===== config.mk =====
export PLATFORM = sky130hd
export DESIGN_NAME = sclk_fs_master
export DESIGN_NICKNAME = d
export VERILOG_FILES = /design/src/rtl/sfg_pkg.sv /design/src/rtl/sfg_cfg_check.sv /design/src/rtl/sfg_sclk_div.sv /design/src/rtl/sfg_frame_ctr.sv /design/src/rtl/sclk_fs_master.sv
export SDC_FILE = /design/constraint.sdc
export NUM_CORES = 1
export LEC_CHECK = 0
export BUFFER_PORTS_ARGS = -buffer_cell sky130_fd_sc_hd__buf_2
export CAP_MARGIN = 20
export CORE_MARGIN = 2
export CORE_UTILIZATION = 60
export DETAILED_ROUTE_END_ITERATION = 16
export PLACE_DENSITY = 0.79
export REMOVE_ABC_BUFFERS = 1
export SYNTH_ARGS = -nofsm -noshare
export SYNTH_HDL_FRONTEND = slang
export SYNTH_SLANG_ARGS = --single-unit
export TNS_END_PERCENT = 1

===== constraint.sdc =====
create_clock -name mclk -period 5.45 [get_ports mclk]
set_input_delay 1.09 -clock mclk [delete_from_list [all_inputs] [get_ports mclk]]
set_output_delay 1.09 -clock mclk [all_outputs]
set_load 0.01 [all_outputs]

===== src/rtl/sfg_pkg.sv =====
package sfg_pkg;
  localparam int unsigned SLOT_SCLKS = 16;

  // Slots each frame must hold: one or two per device.
  function automatic int unsigned slot_count(int unsigned devs, bit prog);
    return prog ? devs * 2 : devs;
  endfunction

  // Master-clock cycles per SCLK period.
  function automatic int unsigned sclk_period(int unsigned m, int unsigned p, bit turbo);
    return turbo ? p : m * p;
  endfunction

  // SCLK periods per frame.
  function automatic int unsigned frame_sclks(int unsigned m, int unsigned n, bit turbo);
    return turbo ? SLOT_SCLKS * m * n : SLOT_SCLKS * n;
  endfunction

  // Divider sanity plus frame capacity rule.
  function automatic bit cfg_valid(int unsigned m, int unsigned n, int unsigned p,
                                   int unsigned devs, bit prog, bit turbo);
    int unsigned lanes;
    lanes = slot_count(devs, prog);
    if (m == 0 || n == 0 || p == 0 || devs == 0) return 1'b0;
    if (p[0]) return 1'b0;
    if (turbo) return (m * n) > lanes;
    return n >= lanes;
  endfunction
endpackage


===== src/rtl/sfg_cfg_check.sv =====
module sfg_cfg_check
  import sfg_pkg::*;
#(
  parameter int DIV_W = 4,
  parameter int DEV_W = 3,
  parameter int PER_W = 8,
  parameter int FRM_W = 12
) (
  input  logic [DIV_W-1:0] div_m,
  input  logic [DIV_W-1:0] div_n,
  input  logic [DIV_W-1:0] div_p,
  input  logic [DEV_W-1:0] dev_count,
  input  logic             turbo_en,
  input  logic             prog_mode,
  output logic             cfg_ok,
  output logic [PER_W-1:0] period,
  output logic [FRM_W-1:0] flen
);
  int unsigned m32, n32, p32, d32;

  always_comb begin
    m32    = 32'(div_m);
    n32    = 32'(div_n);
    p32    = 32'(div_p);
    d32    = 32'(dev_count);
    cfg_ok = cfg_valid(m32, n32, p32, d32, prog_mode, turbo_en);
    period = PER_W'(sclk_period(m32, p32, turbo_en));
    flen   = FRM_W'(frame_sclks(m32, n32, turbo_en));
  end
endmodule


===== src/rtl/sfg_sclk_div.sv =====
module sfg_sclk_div #(
  parameter int PER_W = 8
) (
  input  logic             clk,
  input  logic             rst_n,
  input  logic             run,
  input  logic [PER_W-1:0] period,
  output logic             sclk,
  output logic             period_end
);
  logic [PER_W-1:0] cnt;

  assign period_end = run && (cnt == period - PER_W'(1));
  assign sclk       = run && (cnt < (period >> 1));

  always_ff @(posedge clk) begin
    if (!rst_n || !run) cnt <= '0;
    else if (period_end) cnt <= '0;
    else cnt <= cnt + PER_W'(1);
  end
endmodule


===== src/rtl/sfg_frame_ctr.sv =====
module sfg_frame_ctr #(
  parameter int FRM_W = 12
) (
  input  logic             clk,
  input  logic             rst_n,
  input  logic             run,
  input  logic             bit_tick,
  input  logic [FRM_W-1:0] flen,
  output logic             fs,
  output logic             frame_last
);
  logic [FRM_W-1:0] bcnt;
  logic             at_last_bit;

  assign at_last_bit = (bcnt == flen - FRM_W'(1));
  assign frame_last  = bit_tick && at_last_bit;
  assign fs          = run && (bcnt == '0);

  always_ff @(posedge clk) begin
    if (!rst_n || !run) bcnt <= '0;
    else if (frame_last) bcnt <= '0;
    else if (bit_tick) bcnt <= bcnt + FRM_W'(1);
  end
endmodule


===== src/rtl/sclk_fs_master.sv =====
module sclk_fs_master
  import sfg_pkg::*;
#(
  parameter int DIV_W = 4,
  parameter int DEV_W = 3
) (
  input  logic             mclk,
  input  logic             rst_n,
  input  logic [DIV_W-1:0] div_m,
  input  logic [DIV_W-1:0] div_n,
  input  logic [DIV_W-1:0] div_p,
  input  logic             turbo_en,
  input  logic [DEV_W-1:0] dev_count,
  input  logic             prog_mode,
  output logic             sclk,
  output logic             fs,
  output logic             cfg_err
);
  localparam int PER_W = 2 * DIV_W;
  localparam int FRM_W = $clog2(SLOT_SCLKS) + 2 * DIV_W;

  // Internal events brought out by name for the checker.
  logic             ok_live;
  logic [PER_W-1:0] per_live, per_q;
  logic [FRM_W-1:0] len_live, len_q;
  logic             run_q, err_q;
  logic             period_end, frame_last;
  logic             sclk_w, fs_w;

  sfg_cfg_check #(.DIV_W(DIV_W), .DEV_W(DEV_W), .PER_W(PER_W), .FRM_W(FRM_W)) u_cfg (
    .div_m(div_m), .div_n(div_n), .div_p(div_p), .dev_count(dev_count),
    .turbo_en(turbo_en), .prog_mode(prog_mode),
    .cfg_ok(ok_live), .period(per_live), .flen(len_live)
  );

  sfg_sclk_div #(.PER_W(PER_W)) u_div (
    .clk(mclk), .rst_n(rst_n), .run(run_q), .period(per_q),
    .sclk(sclk_w), .period_end(period_end)
  );

  sfg_frame_ctr #(.FRM_W(FRM_W)) u_frm (
    .clk(mclk), .rst_n(rst_n), .run(run_q), .bit_tick(period_end),
    .flen(len_q), .fs(fs_w), .frame_last(frame_last)
  );

  // Settings are sampled only when idle or at the frame boundary.
  always_ff @(posedge mclk) begin
    if (!rst_n) begin
      run_q <= 1'b0;
      err_q <= 1'b0;
      per_q <= '0;
      len_q <= '0;
    end else begin
      err_q <= !ok_live;
      if (!run_q || frame_last) begin
        run_q <= ok_live;
        if (ok_live) begin
          per_q <= per_live;
          len_q <= len_live;
        end
      end
    end
  end

  assign sclk    = sclk_w;
  assign fs      = fs_w;
  assign cfg_err = err_q;
endmodule


==> metrics.log, run 1 <==
[metrics] Starting DRT DRC Count: approximately 240
[metrics] wire per inst: about 15 um
[metrics] FFs w/ async S/R, synth: 0
[metrics] Detailed Routing Iterations Pass 1: 5
[metrics] port buffer count: 21
[metrics] per-cell via count in the routed design: ~6
[metrics] antenna cell count: 0
[metrics] crit-path cells: buf_2 -> nand2_1 -> fa_1 -> inv_1 -> fa_1 -> inv_1 -> fa_1 -> inv_1 -> ha_1 -> nand2_1 -> o21ai_0 -> a2111oi_0 -> a211oi_1 -> nand3_2 -> o32ai_1
[metrics] GRT Overall Usage: 0.243
[metrics] number of max-cap violations: 0
[metrics] status: finished clean
[metrics] TNS Setup: 0 ps
[metrics] depth of the worst hold-timing path: 2
[metrics] count of buffers added by post-CTS timing repair for setup: 0
[metrics] final routed wirelength across all metal layers: between 7000 and 8000 um
[metrics] remaining max-slew budget at the tightest pin: 0.472
[metrics] ys flop type: sky130_fd_sc_hd__dfxtp_1
[metrics] largest net degree at the start of global routing: 23
[metrics] Multi-input gate area: about 2500 um^2
[metrics] DRC violation count after routing: 0
[metrics] number of buffers and inverters on the critical path: 4
[metrics] site row count: 27
[metrics] Peak VDD IR: 0.000162 V
[metrics] arrival time at the worst endpoint: ~5000 ps
[metrics] Pleak: 1.58 nW
[metrics] post-synth cell types: 59
[metrics] Fin Clk Skew: ~6.8 ps
[metrics] maximum number of buffers from clock root to sink: 2
[metrics] cell area after synthesis: roughly 3500 um^2
[metrics] clock tree from TritonCTS: done
[metrics] dpl cells: a little under 500
[metrics] core region area: about 5500 um^2
[metrics] HPWL reported at the end of detailed placement: roughly 5800 um
[metrics] final hold violation count: 0
[metrics] cts repair resizes: 0
[metrics] maximum clock rate: between 0.2 and 0.25 GHz
[metrics] vertical die dimension: approximately 80 um
[metrics] proportion of layout cells with a drive suffix above 1: 0.105
[metrics] # setup viols final: 0
[metrics] starting density of the core: 0.627
[metrics] reg2reg path depth: 9
[metrics] cell class contributing the biggest share of worst-path delay: adder cells
[metrics] RSZ-0062 raised after global routing: no
[metrics] layout-stage area growth over the synthesis result: 5.69%
[metrics] CP Capture Type: register
[metrics] final core utilization: 0.663
[metrics] via count of the first global-routing pass: roughly 2800
[metrics] fraction of the yosys area taken by sequential cells: 0.219
[metrics] post-route minimum period: between 4000 and 5000 ps
[metrics] worst-path cell with the longest stage delay: sky130_fd_sc_hd__fa_1
[metrics] clock root buffer master: sky130_fd_sc_hd__clkbuf_8
[metrics] antenna violations before repair: 0
[metrics] number of vias in the routed layout: around 3000
[metrics] max incr delay on CP: approximately 560 ps
[metrics] worst endpoint required time: roughly 5600 ps
[metrics] clock network latency to the later pin of the worst-skew pair: 290 ps
[metrics] number of top-level pins: 22
[metrics] capture instance of the worst register-to-register path: len_q[10]
[metrics] Post-CTS Hold Buffers: 0
[metrics] post-synthesis cell count: 414
[metrics] EDFF count, synth: 0
[metrics] CTS sink cnt: 38
[metrics] CP Depth: 15
[metrics] fin. max-slew vios: 0
[metrics] synth warn: 0
[metrics] transition time of the tightest slew-check pin: approximately 800 ps
[metrics] startpoint types: primary input
[metrics] post-synthesis register bit count: 38
[metrics] beginning of the worst register-to-register path: len_q[4]
[metrics] number of buffers added by the clock tree synthesis step: 5
[metrics] die extent in x: approximately 80 um
[metrics] clock-pin slew on the worst setup and hold paths: approximately 70 ps
[metrics] Critical Setup Path Class: primary input to register
[metrics] Post-Synthesis Mean Instance Area: about 8.4 um^2
[metrics] number of levels in the clock H-tree: 2
[metrics] Worst Hold Launch: per_q[7]
[metrics] end point of the most critical hold path: per_q[7]
[metrics] classification of the worst-slack hold path: register to register
[metrics] remaining global-route overflow: 0
[metrics] slack of the worst reg-to-reg path: about 2300 ps
[metrics] global placement routability congestion: ~0.9
[metrics] Filler cells: 488
[metrics] post-layout net count: 501
[metrics] total die area: approximately 6400 um^2
[metrics] worst-path maximum fanout: 11
[metrics] pwr dens: just over 200 nW/um^2
[metrics] post-layout instance count excluding filler cells: 502
[metrics] area occupied by registers: about 760 um^2
[metrics] post-route fraction of the period consumed by the critical path: 0.883
[metrics] first-pass GRT wire length: about 13000 um
[metrics] remaining antenna violation count after routing: 0
[cell type report]
type / instances / share of cell area
multi-input combinational: 334 / 0.686
timing repair buffer: 21 / 0.0286
inverter: 31 / 0.0317
sequential: 38 / 0.207
tap: 72 / 0.0245
clock buffer: 6 / 0.0225
[layer usage]
layer	GRT usage	routed length [um]	vias up
li1	-	-	1483
met1	0.339	3550	1438
met2	0.399	3490	69
met3	0.0348	297	7
met4	0.0525	57	0
met5	0	0	-
[state kept, by name, summed over array words and instances, names as in the netlist]
signal      cells
run_q           1
u_div.cnt       8
u_frm.bcnt     12
len_q           8
per_q           8
cfg_err         1
[stage by stage]
| step | cell area [um^2] | hold WS [ps] | power [mW] | setup WS (ps) |
|---|---|---|---|---|
| 5_1_grt | 3670 | 531 | 0.789 | 341 |
| 4_1_cts | 3670 | 508 | 0.744 | 651 |
| 3_3_place_gp | 3590 | 483 | 0.549 | 558 |
| 2_1_floorplan | 3390 | 458 | 0.492 | 891 |
| 3_5_place_dp | 3590 | 499 | 0.558 | 363 |
| 6_report | 3670 | 507 | 0.743 | 639 |
[worst max-delay path by stage]
stage                  start         to  slack (ps)
detailed placement  div_m[0]  len_q[11]         360
global placement    div_m[0]   len_q[8]         560
global route        div_m[0]  len_q[11]         340
CTS                 div_m[0]  len_q[11]         650
finish              div_m[0]  len_q[11]         640
floorplan           div_n[3]   len_q[8]         890
[cells by family after synthesis]
group / Yosys count / share of synthesized area
and+or+nand+nor: 165 / 0.253
AOI/OAI and AO/OA: 69 / 0.144
adders and majority gates: 51 / 0.201
buffers and inverters: 42 / 0.0565
xor gates and xnor gates: 39 / 0.0983
DFF: 38 / 0.219
muxes: 10 / 0.0288
[worst min-delay path, cell delays in order (launching register included)]
cell	delay, ps
sky130_fd_sc_hd__dfxtp_1	340
sky130_fd_sc_hd__nand2_1	60
sky130_fd_sc_hd__o22ai_1	60
[where the power goes]
part	internal (mW)	leakage (nW)	total, mW	switching [mW]
clock	0.0975	0.0431	0.191	0.0936
combinational	0.109	1.22	0.253	0.144
sequential	0.287	0.308	0.299	0.0124
[cell usage after synthesis, types with 3 or more instances]
library cell	number	area (um^2)
sky130_fd_sc_hd__ha_1	43	538
sky130_fd_sc_hd__nand2_1	41	154
sky130_fd_sc_hd__dfxtp_1	38	761
sky130_fd_sc_hd__inv_1	31	116
sky130_fd_sc_hd__nor2_1	27	101
sky130_fd_sc_hd__xor2_1	22	193
sky130_fd_sc_hd__and2_1	21	131
sky130_fd_sc_hd__xnor2_1	17	149
sky130_fd_sc_hd__a21oi_1	13	65.1
sky130_fd_sc_hd__o22ai_1	13	81.3
sky130_fd_sc_hd__nand3_1	12	60.1
sky130_fd_sc_hd__nor3_1	12	60.1
sky130_fd_sc_hd__mux2i_1	10	100
sky130_fd_sc_hd__a21o_1	9	67.6
sky130_fd_sc_hd__fa_1	8	160
sky130_fd_sc_hd__and3_1	7	43.8
sky130_fd_sc_hd__nand4_1	7	43.8
sky130_fd_sc_hd__o21ai_0	7	35.0
sky130_fd_sc_hd__nand2b_1	6	37.5
sky130_fd_sc_hd__a211oi_1	5	37.5
sky130_fd_sc_hd__clkbuf_1	5	18.8
sky130_fd_sc_hd__buf_6	3	33.8
sky130_fd_sc_hd__nor2b_1	3	18.8
sky130_fd_sc_hd__nor4_1	3	18.8
sky130_fd_sc_hd__o21bai_1	3	22.5
sky130_fd_sc_hd__o31ai_1	3	22.5
sky130_fd_sc_hd__or3_1	3	18.8
[cells in the final DEF (no fill, tap or decap), types with 7 or more instances in the layout]
cell type / synthesis / final
sky130_fd_sc_hd__a21o_1: 9 / 9
sky130_fd_sc_hd__ha_1: 43 / 43
sky130_fd_sc_hd__nand3_1: 12 / 12
sky130_fd_sc_hd__o21ai_0: 7 / 7
sky130_fd_sc_hd__fa_1: 8 / 8
sky130_fd_sc_hd__buf_2: 0 / 21
sky130_fd_sc_hd__mux2i_1: 10 / 10
sky130_fd_sc_hd__xnor2_1: 17 / 17
sky130_fd_sc_hd__and3_1: 7 / 7
sky130_fd_sc_hd__o22ai_1: 13 / 13
sky130_fd_sc_hd__nand4_1: 7 / 7
sky130_fd_sc_hd__nand2_1: 41 / 41
sky130_fd_sc_hd__nor2_1: 27 / 27
sky130_fd_sc_hd__xor2_1: 22 / 22
sky130_fd_sc_hd__dfxtp_1: 38 / 38
sky130_fd_sc_hd__a21oi_1: 13 / 13
sky130_fd_sc_hd__nor3_1: 12 / 12
sky130_fd_sc_hd__inv_1: 31 / 31
sky130_fd_sc_hd__and2_1: 21 / 21
No activity file was read; power rests on OpenSTA's default activity.
==> run 2, diff against run 1 <==
--- a/config.mk
+++ b/config.mk
@@ -8,9 +8,9 @@
 export BUFFER_PORTS_ARGS = -buffer_cell sky130_fd_sc_hd__buf_2
 export CAP_MARGIN = 20
 export CORE_MARGIN = 2
-export CORE_UTILIZATION = 60
+export CORE_UTILIZATION = 62
 export DETAILED_ROUTE_END_ITERATION = 16
-export PLACE_DENSITY = 0.79
+export PLACE_DENSITY = 0.81
 export REMOVE_ABC_BUFFERS = 1
 export SYNTH_ARGS = -nofsm -noshare
 export SYNTH_HDL_FRONTEND = slang
==> metrics.log, run 2 (same netlist as run 1, synthesis figures left out) <==
[metrics] number of max-cap violations: 0 (unchanged)
[metrics] cts repair resizes: 0 (unchanged)
[metrics] beginning of the worst register-to-register path: len_q[4] (unchanged)
[metrics] count of buffers added by post-CTS timing repair for setup: 0 (unchanged)
[metrics] starting density of the core: 0.635 (was 0.627)
[metrics] per-cell via count in the routed design: 5.96 (was 5.97)
[metrics] CP Capture Type: register (unchanged)
[metrics] final routed wirelength across all metal layers: 7620 um (was 7390 um)
[metrics] worst endpoint required time: 5640 ps (about the same)
[metrics] arrival time at the worst endpoint: 5090 ps (was 5010 ps)
[metrics] transition time of the tightest slew-check pin: 771 ps (was 785 ps)
[metrics] Detailed Routing Iterations Pass 1: 4 (was 5)
[metrics] classification of the worst-slack hold path: register to register (unchanged)
[metrics] Filler cells: 489 (was 488)
[metrics] end point of the most critical hold path: per_q[7] (unchanged)
[metrics] core region area: 5470 um^2 (was 5540 um^2)
[metrics] post-layout worst setup margin: 555 ps (was 639 ps)
[metrics] DRC violation count after routing: 0 (unchanged)
[metrics] number of levels in the clock H-tree: 2 (unchanged)
[metrics] Post-CTS Hold Buffers: 0 (unchanged)
[metrics] layout-stage area growth over the synthesis result: 5.51% (was 5.69%)
[metrics] clock root buffer master: sky130_fd_sc_hd__clkbuf_8 (unchanged)
[metrics] maximum number of buffers from clock root to sink: 2 (unchanged)
[metrics] antenna violations before repair: 0 (unchanged)
[metrics] number of top-level pins: 22 (unchanged)
[metrics] via count of the first global-routing pass: 2934 (was 2750)
[metrics] slack of the worst reg-to-reg path: 2160 ps (was 2290 ps)
[metrics] clock tree from TritonCTS: done (unchanged)
[metrics] site row count: 27 (unchanged)
[metrics] reg2reg path depth: 9 (unchanged)
[metrics] post-route minimum period: 4900 ps (was 4810 ps)
[metrics] clock network latency to the later pin of the worst-skew pair: 290 ps (about the same)
[metrics] status: finished clean (unchanged)
[metrics] clock-pin slew on the worst setup and hold paths: 70 ps (about the same)
[metrics] # setup viols final: 0 (unchanged)
[metrics] most common cell after layout, fill and taps aside: sky130_fd_sc_hd__ha_1 (unchanged)
[metrics] Pleak: 1.57 nW (was 1.58 nW)
[metrics] leading cell types in the layout, fill and taps excluded: sky130_fd_sc_hd__ha_1, sky130_fd_sc_hd__nand2_1, sky130_fd_sc_hd__dfxtp_1 (unchanged)
[metrics] Starting DRT DRC Count: 163 (was 236)
[metrics] CTS sink cnt: 38 (unchanged)
[metrics] GRT Overall Usage: 0.261 (was 0.243)
[metrics] Most flops, register: u_frm.bcnt (unchanged)
[metrics] first-pass GRT wire length: 13200 um (was 12600 um)
[metrics] max reg flops: 12 (unchanged)
[metrics] remaining max-slew budget at the tightest pin: 0.482 (was 0.472)
[metrics] worst-path maximum fanout: 11 (unchanged)
[metrics] RSZ-0062 raised after global routing: no (unchanged)
[metrics] remaining global-route overflow: 0 (unchanged)
[metrics] largest net degree at the start of global routing: 23 (unchanged)
[metrics] fin. max-slew vios: 0 (unchanged)
[metrics] TNS Setup: 0 ps (unchanged)
[metrics] vertical die dimension: 78.9 um (was 80.1 um)
[metrics] depth of the worst hold-timing path: 2 (unchanged)
[metrics] startpoint types: primary input (unchanged)
[metrics] port buffer count: 21 (unchanged)
[metrics] post-layout net count: 501 (unchanged)
[metrics] Critical Setup Path Class: primary input to register (unchanged)
[metrics] Multi-input gate area: 2520 um^2 (unchanged)
[metrics] global placement routability congestion: 0.850 (was 0.893)
[metrics] HPWL reported at the end of detailed placement: 6010 um (was 5830 um)
[metrics] Peak VDD IR: 0.000140 V (was 0.000162 V)
[metrics] wire per inst: 15.1 um (was 14.7 um)
[metrics] final hold violation count: 0 (unchanged)
[metrics] Worst Hold Launch: per_q[7] (unchanged)
[metrics] post-route fraction of the period consumed by the critical path: 0.898 (was 0.883)
[metrics] total die area: 6220 um^2 (was 6420 um^2)
[metrics] capture instance of the worst register-to-register path: len_q[11] (was len_q[10])
[metrics] maximum clock rate: 0.204 GHz (was 0.208 GHz)
[metrics] DP Worst Slack: 301 ps (was 363 ps)
[metrics] die extent in x: 78.9 um (was 80.1 um)
[metrics] pwr dens: 202 nW/um^2 (about the same)
[metrics] number of buffers added by the clock tree synthesis step: 5 (unchanged)
[metrics] proportion of layout cells with a drive suffix above 1: 0.102 (was 0.105)
[metrics] antenna cell count: 0 (unchanged)
[metrics] number of vias in the routed layout: 3000 (was 2997)
[metrics] Fin Clk Skew: 6.25 ps (was 6.79 ps)
[metrics] remaining antenna violation count after routing: 0 (unchanged)
[metrics] area occupied by registers: 761 um^2 (unchanged)
run 2: cell count changes in the layout (fill, tap and decap cells not counted), sizes merged:
cell / change
clkbuf: +1
run 2: cell type report:
class | instances | share of cell area
flip-flops and latches | 38 | 0.208
repair buffers | 21 | 0.0287
inverters | 31 | 0.0317
clock buffers | 7 | 0.0208
well taps | 72 | 0.0246
multi-input cells | 334 | 0.687
run 2: through the flow:
step	util	hold WS (ps)	cells	power (mW)	area [um^2]
floorplan	-	458	403	0.492	3390
global placement	0.656	479	496	0.547	3590
CTS	0.670	512	503	0.741	3670
detailed placement	0.656	497	496	0.559	3590
global route	0.670	529	503	0.795	3670
finish	0.670	513	503	0.739	3670
run 2: routing by layer:
| layer | global-route usage | wire, um | up-vias |
|---|---|---|---|
| met2 | 0.444 | 3680 | 60 |
| li1 | - | - | 1489 |
| met5 | 0 | 0 | - |
| met3 | 0.0364 | 244 | 15 |
| met4 | 0.0897 | 144 | 0 |
| met1 | 0.341 | 3550 | 1436 |
run 2: critical path, stage by stage:
cell and delay (ps):
sky130_fd_sc_hd__buf_2 170, sky130_fd_sc_hd__nand2_1 100, sky130_fd_sc_hd__fa_1 540, sky130_fd_sc_hd__inv_1 60, sky130_fd_sc_hd__fa_1 570, sky130_fd_sc_hd__inv_1 70, sky130_fd_sc_hd__fa_1 560, sky130_fd_sc_hd__inv_1 50
sky130_fd_sc_hd__ha_1 300, sky130_fd_sc_hd__nand2_1 60, sky130_fd_sc_hd__o21ai_0 170, sky130_fd_sc_hd__a2111oi_0 120, sky130_fd_sc_hd__a211oi_1 540, sky130_fd_sc_hd__nand3_2 350, sky130_fd_sc_hd__o32ai_1 330
run 2: worst max path at each step:
| stage | startpoint | slack (ps) | endpoint |
|---|---|---|---|
| 2_1_floorplan | div_n[3] | 890 | len_q[8] |
| 3_3_place_gp | div_m[0] | 550 | len_q[8] |
| 3_5_place_dp | div_m[0] | 300 | len_q[11] |
| 4_1_cts | div_m[0] | 610 | len_q[11] |
| 5_1_grt | div_m[0] | 310 | len_q[11] |
| 6_report | div_m[0] | 550 | len_q[11] |
run 2: power breakdown:
group	total (mW)	internal, mW	switching [mW]
Sequential	0.300	0.287	0.0132
Combinational	0.254	0.110	0.144
Clock	0.185	0.0881	0.0964
Total	0.739	0.485	0.254
